--- config.mk ---
export PLATFORM = sky130hd
export DESIGN_NAME = keyseq_watchdog
export DESIGN_NICKNAME = d
export VERILOG_FILES = /design/src/rtl/keyseq_watchdog.sv
export SDC_FILE = /design/constraint.sdc
export NUM_CORES = 1
export LEC_CHECK = 0
export BUFFER_PORTS_ARGS = -buffer_cell sky130_fd_sc_hd__buf_2
export CAP_MARGIN = 5
export CORE_MARGIN = 2
export CORE_UTILIZATION = 45
export CTS_BUF_LIST = sky130_fd_sc_hd__clkbuf_8 sky130_fd_sc_hd__clkbuf_16
export CTS_CLUSTER_SIZE = 14
export DETAILED_ROUTE_END_ITERATION = 10
export PLACE_DENSITY = 0.64
export SLEW_MARGIN = 0
export SYNTH_ARGS = -nofsm -noshare
export SYNTH_HDL_FRONTEND = slang
export SYNTH_SLANG_ARGS = --single-unit
--- constraint.sdc ---
create_clock -name clk -period 5.7 [get_ports clk]
set_clock_uncertainty 0.2 [all_clocks]
set_input_delay 1.14 -clock clk [delete_from_list [all_inputs] [get_ports clk]]
set_output_delay 1.14 -clock clk [all_outputs]
set_load 0.05 [all_outputs]
--- src/rtl/keyseq_watchdog.sv ---
module keyseq_watchdog #(
  parameter logic [7:0] REG_ADDR  = 8'hA6,
  parameter logic [7:0] KEY_FIRST = 8'h1E,
  parameter logic [7:0] KEY_LAST  = 8'hE1,
  parameter int CNT_W     = 14,
  parameter int PRE_W     = 7,
  parameter int PULSE_LEN = 96,
  localparam int SEL_W  = $clog2(PRE_W + 1),
  localparam int PCNT_W = $clog2(PULSE_LEN + 1)
) (
  input  logic             clk,
  input  logic             rst_n,
  input  logic             wr_en,
  input  logic [7:0]       wr_addr,
  input  logic [7:0]       wr_data,
  input  logic             cyc_en,
  input  logic [SEL_W-1:0] tmo_sel,
  output logic             rst_req
);

  localparam logic [CNT_W-1:0] CNT_LAST = CNT_W'((1 << CNT_W) - 2);

  logic              pend, armed;
  logic [CNT_W-1:0]  cnt;
  logic [PRE_W-1:0]  pre, pmask;
  logic [SEL_W-1:0]  sel_q;
  logic [PCNT_W-1:0] pcnt;
  logic              wr_hit, key_done, tick, ovf;

  assign wr_hit   = wr_en && (wr_addr == REG_ADDR);
  assign key_done = wr_hit && pend && (wr_data == KEY_LAST);

  always_comb
    for (int i = 0; i < PRE_W; i++)
      pmask[i] = (i < int'(sel_q));

  assign tick    = armed && cyc_en && ((pre & pmask) == pmask);
  assign ovf     = tick && (cnt == CNT_LAST) && !key_done;
  assign rst_req = |pcnt;

  always_ff @(posedge clk or negedge rst_n) begin
    if (!rst_n) begin
      pend  <= 1'b0;
      armed <= 1'b0;
      cnt   <= '0;
      pre   <= '0;
      sel_q <= '0;
    end else begin
      if (ovf)
        pend <= 1'b0;
      else if (wr_hit)
        pend <= !pend && (wr_data == KEY_FIRST);

      if (key_done) begin
        armed <= 1'b1;
        cnt   <= '0;
        pre   <= '0;
        sel_q <= tmo_sel;
      end else if (ovf) begin
        armed <= 1'b0;
        cnt   <= '0;
        pre   <= '0;
      end else if (armed && cyc_en) begin
        pre <= pre + 1'b1;
        if (tick) cnt <= cnt + 1'b1;
      end
    end
  end

  always_ff @(posedge clk or negedge rst_n) begin
    if (!rst_n)          pcnt <= '0;
    else if (ovf)        pcnt <= PCNT_W'(PULSE_LEN);
    else if (pcnt != '0) pcnt <= pcnt - 1'b1;
  end

endmodule

-- Word level (Yosys, flattened, before mapping)
Cells that the tools add are included.
- register bits: 33
- input port bits: 23
- logic and storage cells: 53
- add/subtract/negate cells: 3
- $lt $le $gt $ge: 7
- equality and inequality tests: 5
- multiplexer cells: 13
- bitwise gates (word level): 1
- reduce and logical (&&, ||, !) cells: 18
- operator list (kind ; count):
    14-bit two-way mux ; 4
    7-bit two-way mux ; 5
    8-bit == test, second input constant ; 2
    14-bit by 1-bit adder with 14-bit output, second input constant ; 1
    14-bit == test, second input constant ; 1
    3-bit < comparator, first input constant ; 3
    8-bit by 5-bit == test with 1-bit output, second input constant ; 1
    1-bit logical AND ; 8
    7-bit by 1-bit adder with 7-bit output, second input constant ; 1
    7-bit AND ; 1
    7-bit == test ; 1
    7-bit nonzero test ; 1
    7-bit OR reduction ; 1
    7-bit by 1-bit subtractor with 7-bit output, second input constant ; 1
    1-bit by 3-bit < comparator with 1-bit output, first input constant ; 2
    2-bit by 3-bit < comparator with 1-bit output, first input constant ; 2
    2-bit nonzero test ; 3
    3-bit nonzero test ; 2
    1-bit two-way mux ; 4
    1-bit zero test ; 2
    2-bit AND reduction ; 1

-- Longest topological paths before layout
- word-level depth: 8
- mapped depth: 7
- gate-level depth less buffers: 7

-- Least setup slack after synthesis
No wires, ideal clock.
- path type: flip-flop to output port
- start: reg pcnt[0]
- end: out rst_req
- data arrival time: 1549 ps
- path slack: 2811 ps
- stages on the path, launching flop included: 6
- cell sequence: dfrtp_1 inv_1 ha_1 nand2b_1 nor4_2 inv_1
- cells in the longest elaborated chain, start to end: 1
- ends and longest elaborated chain (what ; line ; text):
    start: declaration ; 27 ; logic [PCNT_W-1:0] pcnt;
    start signal: assignment ; 72 ; else if (ovf) pcnt <= PCNT_W'(PULSE_LEN);
    start signal: assignment ; 73 ; else if (pcnt != '0) pcnt <= pcnt - 1'b1;
    7-bit OR reduction ; 39 ; assign rst_req = |pcnt;
    end: declaration ; 18 ; output logic rst_req
No other way between the ends.

-- Final worst setup path
Same ends and word-level chain as after synthesis.

==> impl_metrics.ini <==
[timing]
worst_slack_ns = 2.41
worstMarginPinSlew_ns = 0.895
fmax_ghz = 0.304
finalCritPeriodShare_pct = 57.8
slew_viol_final = 0
rsz0062_at_grt = false
slew_headroom_pct = 40.2
period_minus_slack_ns = 3.29
finalSetupViolations = 0
fin_tns_setup_ns = 0
final-hold-violation-count = 0

[yosys]
synth_top_family_by_area = simple AND/OR/NAND/NOR gates
synth_cell_type_count = 51
synth_xor_area_share_pct = 4.47
netlist_instances = 217
ys_seq_elements = 33
syn-cell-area_mm2 = 0.00196
yosysWarnings = 0
synth.most_common_cell = dfrtp_1
yosysTopAreaCell = dfrtp_1
synth_compound_area_share_pct = 17.8
synth_fp_nets = 244
yosys.area_share.simple_pct = 29.9
synthArstFlopShare_pct = 100
synthTopCellsByArea = dfrtp_1 42%, nand2_1 5.6%, a21oi_1 4.1%
synthMuxAreaShare_pct = 0.511
yosysTopAreaCellShare_pct = 42.1
synthFlopType = dfrtp_1
ys_top_cells_by_count = 33 x dfrtp_1, 29 x nand2_1, 20 x nor2_1, 16 x a21oi_1, 10 x nand3_1
synth_fa_ha_area_share_pct = 2.55
synth_edf_count = 0
ys_seq_area_share_pct = 42.1
syn_area_per_cell_um2 = 9.04

[floorplanning]
core-area_mm2 = 0.00426
rows = 24
die_w_um = 70.0
initial_utilization_pct = 46.0
fp.dieH_um = 70.0
io_pins = 24
die_area_mm2 = 0.00490

[placement]
gp_congestion = 0.820
post-place-ws_ns = 2.61
dp_hpwl_mm = 2.97
numPortBuffers = 23
place_area_mm2 = 0.00211

[final_layout]
nets = 267
antenna_cells = 0
syn_to_final_growth_pct = 12.6
final_core_util_pct = 51.8
drive_above_1_share_pct = 16.6
design_area_mm2 = 0.00221

[clock_tree]
ctsHoldBuffers = 0
cts_buffers = 5
cts_htree_levels = 2
cts_buffer_depth = 2
tritoncts = done
ctsResizeCount = 0
path_clk_slew_ns = 0.07
clkLatencyLatePin_ns = 0.29
clock_sinks = 33
cts-root-buf = clkbuf_8
post_cts_buffers = 0

[global_route]
grt_max_degree = 34
grt_antenna_before_repair = 0
grt_pass1_wl_mm = 7.60
grt_overflow_total = 0
grt_pass1_vias = 1638
track_usage_pct = 19.1

[drt]
vias = 1758
drc = 0
via_per_inst = 6.00
wl_per_cell_um = 14.9
wl_mm = 4.37
detail-route-antenna-nets = 0
first_pass_iters = 4
drt_iter0_markers = 84

[critical_path]
cp_cell_sequence = inv_1 > ha_1 > nand2b_1 > nor4_2 > inv_1 > buf_2
reg2reg_slack_ns = 3.14
worst_setup_path_start_kind = register
cpMostUsedCell = inv_1
critPathSlowestCell = nor4_2
setup.worst_path.class = register to output pin
required_ns = 4.36
max_stage_delay_ns = 0.61
cp_max_fo = 8
end_kind = output pin
critPathArrivalTime_ns = 1.95

[run]
maxCapViolations = 0

[pwr]
p_per_area_mw_per_mm2 = 201
peakVddDrop_v = 0.0000729
leakage_nw = 0.890

[worst_hold_path]
min_path_type = register to register

[outcome]
status = finished clean
final timing paths:
check	startpoint	to	depth (start not counted)
setup / recovery	pcnt[0]	rst_req	6
hold / removal	pcnt[2]	pcnt[2]	2
setup reg to reg	cnt[0]	pre[5]	7
hold reg to reg	pcnt[2]	pcnt[2]	2
max in group asynchronous	rst_n	cnt[13]	1
min in group asynchronous	rst_n	pcnt[6]	1
power by group:
part | switching [mW] | internal, mW | total, mW
Combinational | 0.00802 | 0.00660 | 0.0146
Sequential | 0.00000424 | 0.234 | 0.234
Clock | 0.0869 | 0.109 | 0.196
Total | 0.0950 | 0.350 | 0.445
worst max-delay path: cells and delay by family (launching register included):
kind	cells	cell delay (ns)
AND/OR/NAND/NOR	2	0.73
buffers and inverters	3	0.39
flip-flops	1	0.37
adder cells (fa/ha/maj)	1	0.16
per-stage QoR:
stage	hold WS, ns	total power [mW]	instances
4_1_cts	0.336	0.449	293
3_3_place_gp	0.311	0.253	285
5_1_grt	0.365	0.459	293
2_1_floorplan	0.254	0.240	217
3_5_place_dp	0.319	0.254	285
6_report	0.330	0.445	293
sequential cells by signal (all words and copies together) (netlist names):
signal	cells
armed	1
cnt	14
pcnt	7
pend	1
pre	7
sel_q	3
cells by family (layout without fill, tap and decap cells):
group           after synthesis  in the layout
fa+ha+maj                     4              4
flops                        33             33
simple gates                107            107
buf+inv                      12             36
xor+xnor                     10             10
compound gates               50             50
mux                           1              1
layout by cell type, fill, tap and decap left out, drive strengths merged, types with 3 or more instances in the layout:
cell    instances
nor2           20
buf            23
inv             5
xnor2           5
a21oi          16
clkbuf          7
o21ai           5
nand2          29
ha              4
nand3          10
dfrtp          33
and3            4
a211oi          3
a21boi          4
or4             4
o31ai           9
nand2b          5
nor3            5
xor2            5
nor4            5
nand4           7
or3             4
layout make-up:
cell class              count  area (µm²)
repair buffers             23         115
well taps                  52        65.1
flip-flops and latches     33         826
fillers                   420        2060
inverters                   5        18.8
multi-input cells         172        1080
clock inverters             1        5.00
clock buffers               7        96.3
routing by layer:
layer,vias to the layer above,part of all wire [%],GRT usage (%)
met3,7,5.4,4.47
met4,0,1.1,6.20
met2,56,47,30.3
met5,-,0,0
met1,844,46,25.8
li1,851,-,-
Power figures use the tool's default switching activity.
